==> src/rtl/adc_serial_port.sv <==
module adc_serial_port #(
  parameter int RES_W       = 16,
  parameter int ADDR_W      = 5,
  parameter int CONV_CYCLES = 64
) (
  input  logic              clk,
  input  logic              rst_n,
  input  logic              sck,
  input  logic              cs_n,
  input  logic              sdi,
  input  logic [RES_W:0]    test_value,
  output logic              sdo,
  output logic              sdo_oe,
  output logic [ADDR_W-1:0] chan_sel
);
  localparam int FRAME = RES_W + 3;
  localparam int FCW   = $clog2(FRAME + 1);
  localparam int TCW   = $clog2(CONV_CYCLES + 1);
  localparam logic [FCW-1:0] ADDR_LAST  = FCW'(ADDR_W - 1);
  localparam logic [FCW-1:0] ADDR_CNT   = FCW'(ADDR_W);
  localparam logic [FCW-1:0] FRAME_LAST = FCW'(FRAME - 1);
  localparam logic [TCW-1:0] CONV_LAST  = TCW'(CONV_CYCLES - 1);

  typedef enum logic [1:0] {ST_CONV, ST_SLEEP, ST_DATA} state_t;

  state_t              state;
  logic [1:0]          sck_s, cs_s, sdi_s;
  logic                sck_q, cs_q;
  logic [TCW-1:0]      tmr;
  logic [FCW-1:0]      nrise, nfall;
  logic [FRAME-1:0]    shreg;
  logic [ADDR_W-1:0]   addr_sh;
  logic                addr_ok;

  wire sck_rise = sck_s[1] & ~sck_q;
  wire sck_fall = ~sck_s[1] & sck_q;
  wire cs_rise  = cs_s[1] & ~cs_q;
  wire sel      = ~cs_s[1];

  assign sdo_oe = sel;
  assign sdo    = (state == ST_DATA) ? shreg[FRAME-1] : (state == ST_CONV);

  always_ff @(posedge clk or negedge rst_n) begin
    if (!rst_n) begin
      sck_s <= '0; sck_q <= 1'b0;
      cs_s  <= '1; cs_q  <= 1'b1;
      sdi_s <= '0;
    end else begin
      sck_s <= {sck_s[0], sck};   sck_q <= sck_s[1];
      cs_s  <= {cs_s[0], cs_n};   cs_q  <= cs_s[1];
      sdi_s <= {sdi_s[0], sdi};
    end
  end

  always_ff @(posedge clk or negedge rst_n) begin
    if (!rst_n) begin
      state    <= ST_CONV;
      tmr      <= '0;
      nrise    <= '0;
      nfall    <= '0;
      shreg    <= '0;
      addr_sh  <= '0;
      addr_ok  <= 1'b0;
      chan_sel <= '0;
    end else begin
      case (state)
        ST_CONV: begin
          if (tmr == CONV_LAST) begin
            tmr   <= '0;
            state <= ST_SLEEP;
            shreg <= {2'b00, test_value};
          end else begin
            tmr <= tmr + 1'b1;
          end
        end
        ST_SLEEP: begin
          if (sel && sck_rise) begin
            state   <= ST_DATA;
            nrise   <= FCW'(1);
            nfall   <= '0;
            addr_sh <= {addr_sh[ADDR_W-2:0], sdi_s[1]};
            addr_ok <= (ADDR_W == 1);
          end
        end
        ST_DATA: begin
          if (cs_rise) begin
            state   <= ST_CONV;
            tmr     <= '0;
            addr_ok <= 1'b0;
            if (addr_ok) chan_sel <= addr_sh;
          end else if (sel) begin
            if (sck_rise && nrise < ADDR_CNT) begin
              addr_sh <= {addr_sh[ADDR_W-2:0], sdi_s[1]};
              nrise   <= nrise + 1'b1;
              if (nrise == ADDR_LAST) addr_ok <= 1'b1;
            end
            if (sck_fall) begin
              shreg <= {shreg[FRAME-2:0], 1'b0};
              nfall <= nfall + 1'b1;
              if (nfall == FRAME_LAST) begin
                state   <= ST_CONV;
                tmr     <= '0;
                addr_ok <= 1'b0;
                if (addr_ok) chan_sel <= addr_sh;
              end
            end
          end
        end
        default: state <= ST_CONV;
      endcase
    end
  end

  AST_TIMER_BOUND: assert property (@(posedge clk) disable iff (!rst_n)
    tmr <= CONV_LAST) else $error("timer overrun");

  AST_FRAME_FROM_SLEEP: assert property (@(posedge clk) disable iff (!rst_n)
    (state == ST_DATA && $past(state) != ST_DATA) |-> $past(state) == ST_SLEEP)
    else $error("frame entered from wrong state");

  AST_FALL_LIMIT: assert property (@(posedge clk) disable iff (!rst_n)
    state == ST_DATA |-> nfall < FCW'(FRAME))
    else $error("frame longer than allowed");

  AST_ABORT_RESTARTS: assert property (@(posedge clk) disable iff (!rst_n)
    ($past(state) == ST_DATA && $past(cs_rise)) |-> state == ST_CONV)
    else $error("abort did not restart conversion");

  AST_CHAN_ON_START: assert property (@(posedge clk) disable iff (!rst_n)
    !$stable(chan_sel) |-> (state == ST_CONV && $past(state) == ST_DATA))
    else $error("channel changed outside conversion start");

  AST_DESELECT_QUIET: assert property (@(posedge clk) disable iff (!rst_n)
    (state == ST_SLEEP && !sel) |=> state != ST_DATA)
    else $error("frame started while deselected");
endmodule

==> config.mk <==
export PLATFORM = sky130hd
export DESIGN_NAME = adc_serial_port
export DESIGN_NICKNAME = d
export VERILOG_FILES = /design/src/rtl/adc_serial_port.sv
export SDC_FILE = /design/constraint.sdc
export NUM_CORES = 1
export LEC_CHECK = 0
export BUFFER_PORTS_ARGS = -buffer_cell sky130_fd_sc_hd__clkbuf_2
export CAP_MARGIN = 20
export CORE_MARGIN = 1
export CORE_UTILIZATION = 30
export DETAILED_ROUTE_END_ITERATION = 7
export GPL_TIMING_DRIVEN = 0
export SYNTH_ARGS = -nofsm -noshare
export SYNTH_HDL_FRONTEND = slang
export SYNTH_SLANG_ARGS = --single-unit
==> constraint.sdc <==
create_clock -name clk -period 2.5 [get_ports clk]
set_input_delay 0.375 -clock clk [delete_from_list [all_inputs] [get_ports clk]]
set_output_delay 0.375 -clock clk [all_outputs]
set_load 0.02 [all_outputs]
* Yosys cells after proc, flatten, opt, wreduce, memory -nomap -nowiden *
Index checks and enable logic that the tools add are counted.

storage, ports and cells
  word-level logic and storage cells = 100
  bits in registers = 57
  output and inout bits = 7
  input bits = 22

cells by class
  add/subtract/negate cells = 3
  reduce and logical (&&, ||, !) cells = 14
  muxes and demuxes = 47
  bitwise gates (word level) = 7
  magnitude comparators = 1
  eq/ne operators = 15

operator list
  kind                                                        number
  2-to-1 mux 5 bit                                            17
  2-to-1 mux 19 bit                                           4
  case mux 19 bit (2 select lines)                            1
  2-to-1 mux 7 bit                                            5
  case mux 5 bit (2 select lines)                             3
  AND reduction 5 bit                                         4
  case mux 7 bit (2 select lines)                             1
  2-to-1 mux 2 bit                                            6
  adder 5 x 1 -> 5 bit, second input constant                 2
  2-to-1 mux 1 bit                                            8
  != test 2 bit, second input constant                        4
  AND reduction 4 bit                                         2
  nonzero test 2 bit                                          4
  adder 7 x 1 -> 7 bit, second input constant                 1
  equality test 7 x 6 -> 1 bit, second input constant         1
  != test 2 x 1 -> 1 bit, second input constant               3
  != test 3 bit, second input constant                        2
  case mux 2 bit (3 select lines)                             1
  equality test 5 x 3 -> 1 bit, second input constant         1
  equality test 5 bit, second input constant                  1
  less-than comparator 5 x 3 -> 1 bit, second input constant  1
  inverter 1 bit                                              4
  AND 1 bit                                                   3
  != test 3 x 2 -> 1 bit, second input constant               1
  other kinds (6)                                             7

* Depth between registers and ports, before layout *
  word-level depth = 9
  mapped depth = 6
  depth with buffers taken out = 6

* Worst setup path after synthesis *
Ideal clock, no wire load.

  path type = register -> register
  start = reg tmr[0]
  end = reg shreg[10]
  required time = 2375 ps
  setup slack = 793 ps
  period minus slack after synthesis = 1707 ps
  stages on the path, launching flop included = 7
  data arrival time = 1582 ps
  path buffers = 1
  setup time = 125 ps
  cells stage by stage = dfrtp_1 > ha_1 > nand3_1 > nor3_4 > a21oi_4 > buf_6 > mux2_4

between the ends
  longest elaborated chain between the ends = 3

ends and longest elaborated chain
  what                                     line  text
  from (decl)                              29    logic [TCW-1:0] tmr;
  from (signal assigned)                   73    tmr <= tmr + 1'b1;
  equality test 7 x 6 -> 1 bit             68    if (tmr == CONV_LAST) begin
  != test 2 x 1 -> 1 bit (no source line)  -
  AND reduction 5 bit (no source line)     -
  to (signal assigned)                     71    shreg <= {2'b00, test_value};
  to (signal assigned)                     98    shreg <= {shreg[FRAME-2:0], 1'b0};
  to (decl)                                31    logic [FRAME-1:0] shreg;

Every way passes these cells.
A chain may end at the register's enable or synchronous reset.

* Final worst setup path *
  start = reg state[1]
  end = out sdo

between the ends
  longest elaborated chain between the ends = 2
  elaborated cells on any way between the ends = 3
  classes of those cells = 1 x eq/ne; 1 x mux; 1 x reduce/logical

ends and longest elaborated chain
  what                                                             line  text
  from (decl)                                                      26    state_t state;
  from (signal assigned)                                           57    state <= ST_CONV;
  from (signal assigned)                                           70    state <= ST_SLEEP;
  from (signal assigned)                                           78    state <= ST_DATA;
  equality test 2 bit / logical NOT 2 bit (equally long branches)  41    assign sdo = (state == ST_DATA) ? shreg[FRAME-1] : (state == ST_CONV);
  2-to-1 mux 1 bit *                                               41
  to (decl)                                                        12    output logic sdo,

Every way passes the cells marked *; elsewhere a longest branch is shown, timed or not.

==> results.toml <==
[routing]
drt-vias-per-instance = 4.78
via_count = 1735
wire_per_inst_um = 13.6
antenna_left = 0
drc = 0
drt-initial-drc-count = 121
dr.pass1.iters = 4
drt-total-wl_mm = 4.94

[placement]
dp_slack_ps = 620
postPlaceCellArea_um2 = 3000
hpwl_mm = 3.39
portBuffers = 28
routabilityCongestion = 0.723

[cts]
htreeDepth = 3
tritoncts = "done"
cts_sinks = 57
cts_buffer_depth = 2
cts_root_buffer = "clkbuf_8"
clkTransAtPathRegs_ps = 70
cts_hold_buffers = 0
numCtsBuffers = 9
clk-insertion-delay-late_ps = 340
ctsResizeCount = 0
post_cts_buffers = 0

[die]
die-height_um = 97.2
num_io_pins = 29
die_w_um = 97.2
coreArea_um2 = 8760
fp-row-count = 34
die-area_um2 = 9450
start_util_pct = 31.0

[timing]
post-route-period-util_pct = 78.6
setup_viol = 0
max_freq_mhz = 509
fin_ws_ps = 534
hold_viol = 0
drv_slew = 0
period_needed_ps = 1970
tightest_slew_ps = 775
tns_ps = 0
max_slew_margin_pct = 48.3
rsz0062_at_grt = "no"
finalClockSkew_ps = 8.54

[critical_path]
cp.arrival_ps = 1590
worstReg2RegEnd = "shreg[9]$_DFFE_PN0P_"
critPathMaxFanout = 10
rr_startpoint = "tmr[0]$_DFFE_PN0P_"
reg2regPathDepth = 6
reg2reg_slack_ps = 630
worstPathRequired_ps = 2120
endpoint_kind = "primary output"
critical_path_class = "register to primary output"
critical_path.startpoint_type = "register"

[cells_and_area]
final_area_um2 = 3190
area_growth_syn_to_layout_pct = 17.4
fill_cells = 874
layout_common_cells = "dfrtp_1 (54), mux2_2 (34), clkbuf_2 (27)"
drive_gt1_share_pct = 41.2
diodes = 0
nets = 277
final_common_cell = "dfrtp_1"

[yosys]
synth_fp_nets = 238
synth_edf_count = 0
postSynthAreaPerCell_um2 = 12.9
synth.distinct_cells = 48
syn_inst = 211
netlist_area_um2 = 2720
ys.flop_type = "dfrtp_1"
ys_seq_area_share_pct = 52.6
async_flop_share_pct = 100
ys_seq_elements = 57
yosysWarnings = 0

[status]
outcome = "finished clean"

[global_route]
grt_pass1_wl_mm = 8.47
grt_max_degree = 58
grt_pass1_vias = 1767
grtUsageTotal_pct = 11.3
antenna_found_initial = 0
gr-total-overflow = 0

[min_path]
hp-class = "input port to register"
worstHoldStart = "cs_n"
whs_endpoint = "cs_s[0]$_DFF_PN1_"
min_path_cells = 1

[power]
leakage_nw = 1.49
vdd_drop_max_v = 0.000340
p_per_area_nw_per_um2 = 594
power.total_mw = 1.90

[run]
maxCapViolCount = 0
## layout make-up
type / instances / area, um^2 / area share (%)
Clock inverter: 5 / 55.1 / 1.72
Buffer: 8 / 52.6 / 1.65
Tap cell: 108 / 135 / 4.23
Inverter: 9 / 33.8 / 1.06
Multi-Input combinational cell: 137 / 1200 / 37.7
Sequential cell: 57 / 1430 / 44.8
Clock buffer: 11 / 141 / 4.43
Timing Repair Buffer: 28 / 143 / 4.47
## per-layer routing
metal / share of wire [%] / track usage, % / up-vias
met5: 0 / 0 / -
met2: 45 / 17.2 / 34
met3: 4.9 / 3.81 / 10
met1: 49 / 14.8 / 854
met4: 1.6 / 4.75 / 0
li1: - / - / 837
## worst max-delay path by stage
stage,endpoint,cells past startpoint,start
floorplan,shreg[10]$_DFFE_PN0P_,6,tmr[0]$_DFFE_PN0P_
global placement,shreg[16]$_DFFE_PN0P_,6,tmr[0]$_DFFE_PN0P_
detailed placement,shreg[9]$_DFFE_PN0P_,6,tmr[0]$_DFFE_PN0P_
CTS,sdo,4,state[1]$_DFFE_PN0P_
global route,sdo,4,state[1]$_DFFE_PN0P_
finish,sdo,4,state[1]$_DFFE_PN0P_
## power breakdown
group | leakage, nW | internal, mW | switching (mW)
clock network | 0.0953 | 0.484 | 0.377
registers | 0.718 | 0.944 | 0.0110
logic | 0.678 | 0.0418 | 0.0386
## Yosys cell counts, types with 2 or more instances
cell,instances,area share [%]
nand3_1,7,1.3
inv_1,9,1.2
nand2b_1,2,0.46
a21oi_1,6,1.1
nor2_1,8,1.1
a31oi_1,4,0.92
and4bb_2,2,0.92
nand2_1,8,1.1
buf_2,3,0.55
and4b_1,3,1.1
dfstp_2,3,2.9
nor2b_1,6,1.4
mux2_2,34,14
nor3_4,3,1.8
ha_1,5,2.3
a22o_1,2,0.64
xor2_1,4,1.3
buf_6,2,0.83
mux2_4,8,4.4
o21ai_0,9,1.7
mux2i_1,2,0.74
dfrtp_1,54,50
a21o_1,2,0.55
## state kept, by name, summed over array words and instances, names as in the netlist
signal    flops
sck_s         2
chan_sel      5
addr_sh       5
nfall         5
state         2
addr_ok       1
sdi_s         2
cs_q          1
tmr           7
shreg        19
sck_q         1
cs_s          2
nrise         5
## critical path, cell delays in order, from the launching register on
cell	delay, ps
dfrtp_1	350
buf_2	200
buf_1	380
a21oi_1	140
clkbuf_2	180
## kinds of logic (layout without fill, tap and decap cells)
kind of cell,count (synthesis),count (layout),synth area share [%]
fa+ha+maj,5,5,2.30
xor+xnor,5,5,1.61
compound gates,35,35,9.11
flops,57,57,52.6
mux,44,44,19.2
buf+inv,17,61,3.17
simple gates,48,48,12.0
## through the flow
stage / utilization [%] / hold WS [ps] / instances
floorplan: - / 79.4 / 211
global placement: 34.2 / 333 / 347
detailed placement: 34.2 / 338 / 347
CTS: 36.5 / 109 / 363
global route: 36.5 / 115 / 363
finish: 36.5 / 120 / 363
(Power assumes the default switching activity.)
